## src/rtl/isrc_pkg.sv

```systemverilog
package isrc_pkg;

  typedef enum logic [1:0] {
    CLS_NORMAL   = 2'd0,
    CLS_INTERNAL = 2'd1,
    CLS_SPECIAL  = 2'd2
  } src_class_e;

  localparam int CFG_W     = 32;
  localparam int PRIO_LSB  = 8;
  localparam int PRIO_W    = 4;
  localparam int SENSE_BIT = 12;
  localparam int POL_BIT   = 13;
  localparam int ACT_BIT   = 14;
  localparam int MASK_BIT  = 15;

  // class of a source index given the class boundaries
  function automatic src_class_e class_of(int idx, int first_int, int first_spc);
    if (idx >= first_spc)      return CLS_SPECIAL;
    else if (idx >= first_int) return CLS_INTERNAL;
    else                       return CLS_NORMAL;
  endfunction

  // bits that software may change for a class
  function automatic logic [CFG_W-1:0] cfg_wmask(src_class_e cls, int vec_w);
    logic [CFG_W-1:0] m;
    m = '0;
    for (int i = 0; i < vec_w; i++) m[i] = 1'b1;
    for (int i = 0; i < PRIO_W; i++) m[PRIO_LSB+i] = 1'b1;
    m[MASK_BIT] = 1'b1;
    if (cls == CLS_NORMAL) m[SENSE_BIT] = 1'b1;
    if (cls != CLS_SPECIAL) m[POL_BIT] = 1'b1;
    return m;
  endfunction

  function automatic logic [CFG_W-1:0] cfg_store(src_class_e cls, logic [CFG_W-1:0] val,
                                                 int vec_w);
    return val & cfg_wmask(cls, vec_w);
  endfunction

  function automatic logic [CFG_W-1:0] cfg_reset(src_class_e cls, logic [CFG_W-1:0] rst,
                                                 int vec_w);
    logic [CFG_W-1:0] v;
    v = cfg_store(cls, rst, vec_w);
    if (cls == CLS_INTERNAL) v[POL_BIT] = 1'b1;
    return v;
  endfunction

  // trigger mode: 1 = level, 0 = edge
  function automatic logic trig_level(src_class_e cls, logic [CFG_W-1:0] cfg);
    case (cls)
      CLS_NORMAL:   return cfg[SENSE_BIT];
      CLS_INTERNAL: return 1'b1;
      default:      return 1'b0;
    endcase
  endfunction

  // register view with the read-only activity bit merged in
  function automatic logic [CFG_W-1:0] cfg_view(logic [CFG_W-1:0] cfg, logic pending);
    logic [CFG_W-1:0] v;
    v = cfg;
    v[ACT_BIT] = pending & ~cfg[MASK_BIT];
    return v;
  endfunction

endpackage

```

## src/rtl/isrc_ack_decode.sv

```systemverilog
module isrc_ack_decode #(
  parameter int NUM_SRC = 32,
  parameter int NUM_CPU = 4,
  parameter int IDX_W   = 5
) (
  input  logic [NUM_CPU-1:0]         ack_valid,
  input  logic [NUM_CPU*IDX_W-1:0]   ack_idx,
  output logic [NUM_SRC-1:0]         ack_hit,
  output logic [NUM_SRC*NUM_CPU-1:0] ack_clr
);

  for (genvar s = 0; s < NUM_SRC; s++) begin : g_src
    for (genvar c = 0; c < NUM_CPU; c++) begin : g_cpu
      assign ack_clr[s*NUM_CPU+c] = ack_valid[c] &&
                                    (ack_idx[c*IDX_W +: IDX_W] == IDX_W'(s));
    end
    assign ack_hit[s] = |ack_clr[s*NUM_CPU +: NUM_CPU];
  end

endmodule

```

## src/rtl/isrc_cfg_slot.sv

```systemverilog
module isrc_cfg_slot
  import isrc_pkg::*;
#(
  parameter int          SRC_IDX   = 0,
  parameter int          FIRST_INT = 16,
  parameter int          FIRST_SPC = 24,
  parameter int          FIRST_IPI = 28,
  parameter int          NUM_CPU   = 4,
  parameter int          VEC_W     = 8,
  parameter logic [31:0] RST_CFG   = 32'h0000_8000,
  parameter logic [31:0] RST_DEST  = 32'h0000_0001
) (
  input  logic               clk,
  input  logic               rst_n,
  input  logic               cfg_we,
  input  logic               dest_we,
  input  logic [CFG_W-1:0]   wdata,
  input  logic               ack_hit,
  input  logic [NUM_CPU-1:0] ack_clr,
  output logic [CFG_W-1:0]   cfg_q,
  output logic [NUM_CPU-1:0] dest_q,
  output logic               level,
  output logic               retrig
);

  localparam src_class_e CLS = class_of(SRC_IDX, FIRST_INT, FIRST_SPC);
  localparam logic [CFG_W-1:0] CFG_INIT = cfg_reset(CLS, RST_CFG, VEC_W);

  logic [NUM_CPU-1:0] dest_left;

  assign dest_left = dest_q & ~ack_clr;

  always_ff @(posedge clk) begin
    if (!rst_n)      cfg_q <= CFG_INIT;
    else if (cfg_we) cfg_q <= cfg_store(CLS, wdata, VEC_W);
  end

  if (SRC_IDX >= FIRST_IPI) begin : g_ipi
    always_ff @(posedge clk) begin
      if (!rst_n)       dest_q <= RST_DEST[NUM_CPU-1:0];
      else if (dest_we) dest_q <= wdata[NUM_CPU-1:0];
      else if (ack_hit) dest_q <= dest_left;
    end
    assign retrig = |dest_left;
  end else begin : g_plain
    always_ff @(posedge clk) begin
      if (!rst_n)       dest_q <= RST_DEST[NUM_CPU-1:0];
      else if (dest_we) dest_q <= wdata[NUM_CPU-1:0];
    end
    assign retrig = 1'b0;
  end

  assign level = trig_level(CLS, cfg_q);

endmodule

```

## src/rtl/isrc_trigger.sv

```systemverilog
module isrc_trigger (
  input  logic clk,
  input  logic rst_n,
  input  logic irq,
  input  logic level,
  input  logic ack_hit,
  input  logic retrig,
  output logic pending,
  output logic rise
);

  logic irq_q;
  logic pend_n;

  assign rise = irq & ~irq_q;

  always_comb begin
    if (level) begin
      pend_n = irq;
    end else begin
      pend_n = pending;
      if (ack_hit) pend_n = retrig;
      if (rise)    pend_n = 1'b1;
    end
  end

  always_ff @(posedge clk) begin
    if (!rst_n) begin
      irq_q   <= 1'b0;
      pending <= 1'b0;
    end else begin
      irq_q   <= irq;
      pending <= pend_n;
    end
  end

endmodule

```

## src/rtl/isrc_bank.sv

```systemverilog
module isrc_bank
  import isrc_pkg::*;
#(
  parameter int          NUM_SRC   = 32,
  parameter int          NUM_CPU   = 4,
  parameter int          FIRST_INT = 16,
  parameter int          FIRST_SPC = 24,
  parameter int          FIRST_IPI = 28,
  parameter int          VEC_W     = 8,
  parameter logic [31:0] RST_CFG   = 32'h0000_8000,
  parameter logic [31:0] RST_DEST  = 32'h0000_0001,
  localparam int         IDX_W     = $clog2(NUM_SRC)
) (
  input  logic                       clk,
  input  logic                       rst_n,
  input  logic                       reg_wr,
  input  logic                       reg_sel,
  input  logic [IDX_W-1:0]           reg_idx,
  input  logic [31:0]                reg_wdata,
  output logic [31:0]                reg_rdata,
  input  logic [NUM_SRC-1:0]         irq_in,
  input  logic [NUM_CPU-1:0]         ack_valid,
  input  logic [NUM_CPU*IDX_W-1:0]   ack_idx,
  output logic [NUM_SRC-1:0]         pending_o,
  output logic [NUM_SRC-1:0]         level_o
);

  logic [NUM_SRC*CFG_W-1:0]   cfg_flat;
  logic [NUM_SRC*NUM_CPU-1:0] dest_flat;
  logic [NUM_SRC*NUM_CPU-1:0] ack_clr;
  logic [NUM_SRC-1:0]         ack_hit;
  logic [NUM_SRC-1:0]         cfg_we_vec;
  logic [NUM_SRC-1:0]         dest_we_vec;
  logic [NUM_SRC-1:0]         retrig_vec;
  logic [NUM_SRC-1:0]         rise_vec;

  isrc_ack_decode #(
    .NUM_SRC (NUM_SRC),
    .NUM_CPU (NUM_CPU),
    .IDX_W   (IDX_W)
  ) ack_dec_i (
    .ack_valid (ack_valid),
    .ack_idx   (ack_idx),
    .ack_hit   (ack_hit),
    .ack_clr   (ack_clr)
  );

  for (genvar s = 0; s < NUM_SRC; s++) begin : g_src
    assign cfg_we_vec[s]  = reg_wr && !reg_sel && (reg_idx == IDX_W'(s));
    assign dest_we_vec[s] = reg_wr &&  reg_sel && (reg_idx == IDX_W'(s));

    isrc_cfg_slot #(
      .SRC_IDX   (s),
      .FIRST_INT (FIRST_INT),
      .FIRST_SPC (FIRST_SPC),
      .FIRST_IPI (FIRST_IPI),
      .NUM_CPU   (NUM_CPU),
      .VEC_W     (VEC_W),
      .RST_CFG   (RST_CFG),
      .RST_DEST  (RST_DEST)
    ) slot_i (
      .clk     (clk),
      .rst_n   (rst_n),
      .cfg_we  (cfg_we_vec[s]),
      .dest_we (dest_we_vec[s]),
      .wdata   (reg_wdata),
      .ack_hit (ack_hit[s]),
      .ack_clr (ack_clr[s*NUM_CPU +: NUM_CPU]),
      .cfg_q   (cfg_flat[s*CFG_W +: CFG_W]),
      .dest_q  (dest_flat[s*NUM_CPU +: NUM_CPU]),
      .level   (level_o[s]),
      .retrig  (retrig_vec[s])
    );

    isrc_trigger trig_i (
      .clk     (clk),
      .rst_n   (rst_n),
      .irq     (irq_in[s]),
      .level   (level_o[s]),
      .ack_hit (ack_hit[s]),
      .retrig  (retrig_vec[s]),
      .pending (pending_o[s]),
      .rise    (rise_vec[s])
    );
  end

  always_comb begin
    reg_rdata = '0;
    for (int s = 0; s < NUM_SRC; s++) begin
      if (reg_idx == IDX_W'(s)) begin
        if (reg_sel) reg_rdata[NUM_CPU-1:0] = dest_flat[s*NUM_CPU +: NUM_CPU];
        else         reg_rdata = cfg_view(cfg_flat[s*CFG_W +: CFG_W], pending_o[s]);
      end
    end
  end

endmodule

```

## config.mk

```make
export PLATFORM = sky130hd
export DESIGN_NAME = isrc_bank
export DESIGN_NICKNAME = d
export VERILOG_FILES = /design/src/rtl/isrc_pkg.sv /design/src/rtl/isrc_ack_decode.sv /design/src/rtl/isrc_cfg_slot.sv /design/src/rtl/isrc_trigger.sv /design/src/rtl/isrc_bank.sv
export SDC_FILE = /design/constraint.sdc
export NUM_CORES = 2
export LEC_CHECK = 0
export ABC_AREA = 0
export BUFFER_PORTS_ARGS = -buffer_cell sky130_fd_sc_hd__clkbuf_2
export CAP_MARGIN = 40
export CORE_MARGIN = 2
export CORE_UTILIZATION = 35
export DETAILED_ROUTE_END_ITERATION = 10
export PLACE_DENSITY = 0.62
export REMOVE_ABC_BUFFERS = 1
export SLEW_MARGIN = 20
export SYNTH_ARGS = -nofsm -noshare
export SYNTH_HDL_FRONTEND = slang
export SYNTH_SLANG_ARGS = --single-unit
```

## constraint.sdc

```tcl
create_clock -name clk -period 3.05 [get_ports clk]
set_input_delay 0.4575 -clock clk [delete_from_list [all_inputs] [get_ports clk]]
set_output_delay 0.4575 -clock clk [all_outputs]
set_load 0.02 [all_outputs]
```

==> results.txt <==
The overall power consumption is 0.01916 W. The leakage power of the design came out at 14.81 nW. The hold violation count in the final report is 0. The cell area after synthesis came out at 32160 sq um. The wire length of the first global-routing pass came out at 184000 um. The checks that failed: negative setup slack. The sum of net half-perimeters after detailed placement is 86830 um. The sum of routed wire length over all layers is 122900 um. The I/O pin count came out at 193.

Entering global routing, the biggest net connects 105 pins. The count of unique library cells instantiated by Yosys is 81. The setup path with the least slack is of type input port to output port. In this run the clock root is driven by a clkbuf_16. The floorplan die width came out at 307.1 um. For this run, the leading register cell type out of synthesis is dfxtp_1. The clock reaches the later pin of the worst-skew pair after 620 ps. The power share of the sequential group is 44.5%.

The layout cell share with drive strength beyond 1 came out at 21.53%. The core area is 91390 sq um. The number of buffers created by CTS came out at 71. The stage delay of the slowest cell on the critical path is 550 ps. The origin of the worst min-delay path is irq_in[19].

The hold-fix buffer count after cts is 0. The maximum clock insertion buffer count came out at 3. Setup repair after global routing could not meet its margin everywhere. The H-tree was split into 3 levels.

The number of failing setup endpoints in the final timing report is 14. The floorplan has 111 rows. The first detailed-routing pass ran for 7 iterations. The gate count of the mapped netlist came out at 4061.

TritonCTS built the clock tree. STA classifies the critical path startpoint as an input port. The synthesized design contains 0 enable-type register cells. The startpoint identified for the worst register-to-register timing path is g_src[14].trig_i.pending$_SDFFE_PN0P_. The shortest clock period the worst path allows after layout came out at 3251 ps. The number of input and output port buffers inserted came out at 143. The full die area is 94310 sq um. In this run the worst setup path begins at reg_idx[3]. Including well taps, the total number of placed cells is 5413.

The path class of the tightest hold or removal check is input port to flop. The total of max-cap violations came out at 0. The endpoint required time on the critical path is 2590 ps. The share of total power consumed by net switching is 26.55%. The clock network is responsible for 44.9% of the overall power.

The data arrival time of the critical path came out at 2790 ps. The average vias per placed instance is 5.607. The relative slew slack came out at 40.89%. The residual antenna-violating net count after detailed routing is 0. The post-layout instance count excluding filler cells came out at 5595. The average footprint of a synthesized cell is 7.918 sq um. In this run the worst path has a maximum fanout of 8. The maximum ir drop on the vdd rail came out at 0.0004792 V. Traced cell by cell, the critical path runs through clkbuf_16, or4b_4, buf_6, nor2_4, buf_12, buf_8, a21oi_1, and3_1, o31ai_1, buf_4, a21oi_2, nor2_2, buf_6, buf_8. Internal power comes to 0.01407 W. The initial antenna violation count is 2.

The synthesis-stage register bit count came out at 640. The global placement routability congestion is 0.9569. At the pin with the least slew margin, the transition time is 886.7 ps. The effective utilization at floorplan came out at 35.19%. The via count of the first global-routing pass is 28860. The part of the total power dissipated in combinational logic came out at 10.6%. The post-route setup TNS came out at -1487 ps. The detailed router's first-iteration violation count came out at 3767. The final-layout fill cell count is 9013.

The clock-pin slew reported for the worst setup and hold paths after clock tree synthesis came out at 60 ps. The total count of max-transition violations in the final report is 0. The DRC violation count after routing came out at 0. In the final layout, the multi-input gates occupy 18200 sq um. The layout net count is 4448.

The share of synthesized registers carrying an async set or reset is 0%. The power density over the cells is 478.0 nW/um^2. The total global routing overflow came out at 0.

The master of the slowest instance on the critical path is or4b_4. The switching power is 0.005087 W. The die is 307.1 um tall. The overall global routing resource usage is 25.24%. Timing would allow up to 0.3076 GHz. The number of clock sinks seen by CTS is 640.

The count of synthesis-stage warnings from yosys came out at 0. The portion of the post-synthesis area used by sequential elements is 39.84%. The run finished, with violations left.

The total number of vias came out at 31370. The final worst setup slack is -201.3 ps. The part of the cycle the worst path needs came out at 106.6%. The sequential cell area in the final layout is 12820 sq um. The relative area change from synthesis to final layout came out at 24.65%. Dividing the detail-routed wire length by the instance count gives 21.96 um. STA classifies the critical path endpoint as an output port. The worst clock skew came out at 5.570 ps.
==> critical path, delay by kind of cell <==
family                 cells  cell delay [ps]
and+or+nand+nor            4             1020
AOI/OAI and AO/OA          3              340
buffers and inverters      7              950
==> stage by stage <==
stage / area, sq um / worst slack (ps) / hold slack, ps / util (%)
detailed placement: 36080 / -554.2 / 447.6 / 39.48
finish: 40080 / -201.3 / 30.50 / 43.86
global placement: 36000 / -571.9 / 444.8 / 39.40
global route: 40080 / -263.5 / 35.11 / 43.86
CTS: 39320 / -216.4 / 7.814 / 43.02
floorplan: 30230 / -855.6 / 431.2 / -
==> layout make-up <==
type | instances | area share, %
Antenna cell | 1 | 0.006243
Clock buffer | 98 | 5.010
Clock inverter | 32 | 0.7086
Inverter | 24 | 0.2279
Multi-Input combinational cell | 3002 | 45.40
Sequential cell | 640 | 31.98
Tap cell | 1186 | 3.702
Timing Repair Buffer | 612 | 12.96
==> worst paths after layout <==
kind	cells after the start	slack, ps	end
min	2	30	g_src[19].trig_i.pending$_SDFF_PN0_
max	14	-200	reg_rdata[7]
min reg2reg	2	460	g_src[22].slot_i.cfg_q[3]$_SDFFE_PN0P_
max reg2reg	5	1810	g_src[14].trig_i.pending$_SDFFE_PN0P_
==> routing by layer <==
metal	wire, um	global-route usage, %	vias to the layer above
met4	4388	8.985	0
met3	11080	4.266	247
met1	54530	36.11	15060
met2	52870	38.07	1505
li1	-	-	14560
met5	0	0	-
==> power groups by stage <==
stage / registers [W] / clock network (W) / logic, W
finish: 0.00853 / 0.00860 / 0.00204
global route: 0.00853 / 0.00903 / 0.00213
CTS: 0.00852 / 0.00869 / 0.00193
detailed placement: 0.00871 / 0 / 0.00180
global placement: 0.00871 / 0 / 0.00178
floorplan: 0.00871 / 0 / 0.000625
==> sequential cells by signal, summed over array words and instances, names as in the netlist <==
name	cells
g_src.slot_i.cfg_q	456
g_src.slot_i.dest_q	128
g_src.trig_i.pending	32
g_src.trig_i.irq_q	24
==> placed cells by master, fill, tap and decap left out, drive strengths merged, types with 12 or more instances in the layout <==
cell type and count:
a21oi 73, nand2 1100, mux2 45, nor2b 71, o211ai 30, a31oi 19
o22ai 42, a22o 26, and2 57, mux2i 152, nor2 118, o21ai 146
nand3 179, conb 32, nand2b 59, o2bb2ai 15, a22oi 23, nor3 42
a21boi 471, buf 482, o31ai 17, clkbuf 227, a222oi 31, and3 41
clkinv 22, dfxtp 640, o221ai 21, a211oi 40, inv 29, nand4 29
a2111oi 12
==> Yosys cell counts (all sizes together), types with 10 or more instances <==
cell        n  area (sq um)
a2111oi    12         111.4
a211oi     40         300.3
a21boi    471          3536
a21oi      73         365.4
a222oi     31         310.3
a22o       26         227.7
a22oi      23         172.7
a31oi      19         118.9
and2       57         356.6
and3       41         256.5
buf       162          1046
clkbuf    264         992.2
dfxtp     640         12810
inv        22         82.58
mux2       45         506.7
mux2i     152          1521
nand2    1100          4129
nand2b     59         369.1
nand3     179         900.9
nand3b     10         75.07
nand4      29         181.4
nor2      117         471.7
nor2b      71         444.2
nor3       42         250.2
o211ai     30         225.2
o21ai     146         730.7
o221ai     21         183.9
o22ai      42         262.8
o2bb2ai    15         131.4
o31ai      17         127.6
==> timing repair <==
action,CTS,global route
pin swaps,78,61
resized for setup,180,131
cloned,5,2
buffers inserted,23,28
endpoints found under the setup margin,16,16
==> logic make-up after synthesis <==
group | count (synthesis) | share of synthesized area (%)
AOI/OAI and AO/OA | 1023 | 22.75
xor gates and xnor gates | 1 | 0.02724
buffers and inverters | 450 | 6.619
DFF | 640 | 39.84
muxes | 201 | 6.588
other | 2 | 0.02336
and+or+nand+nor | 1744 | 24.14
No activity file was read; power rests on OpenSTA's default activity.
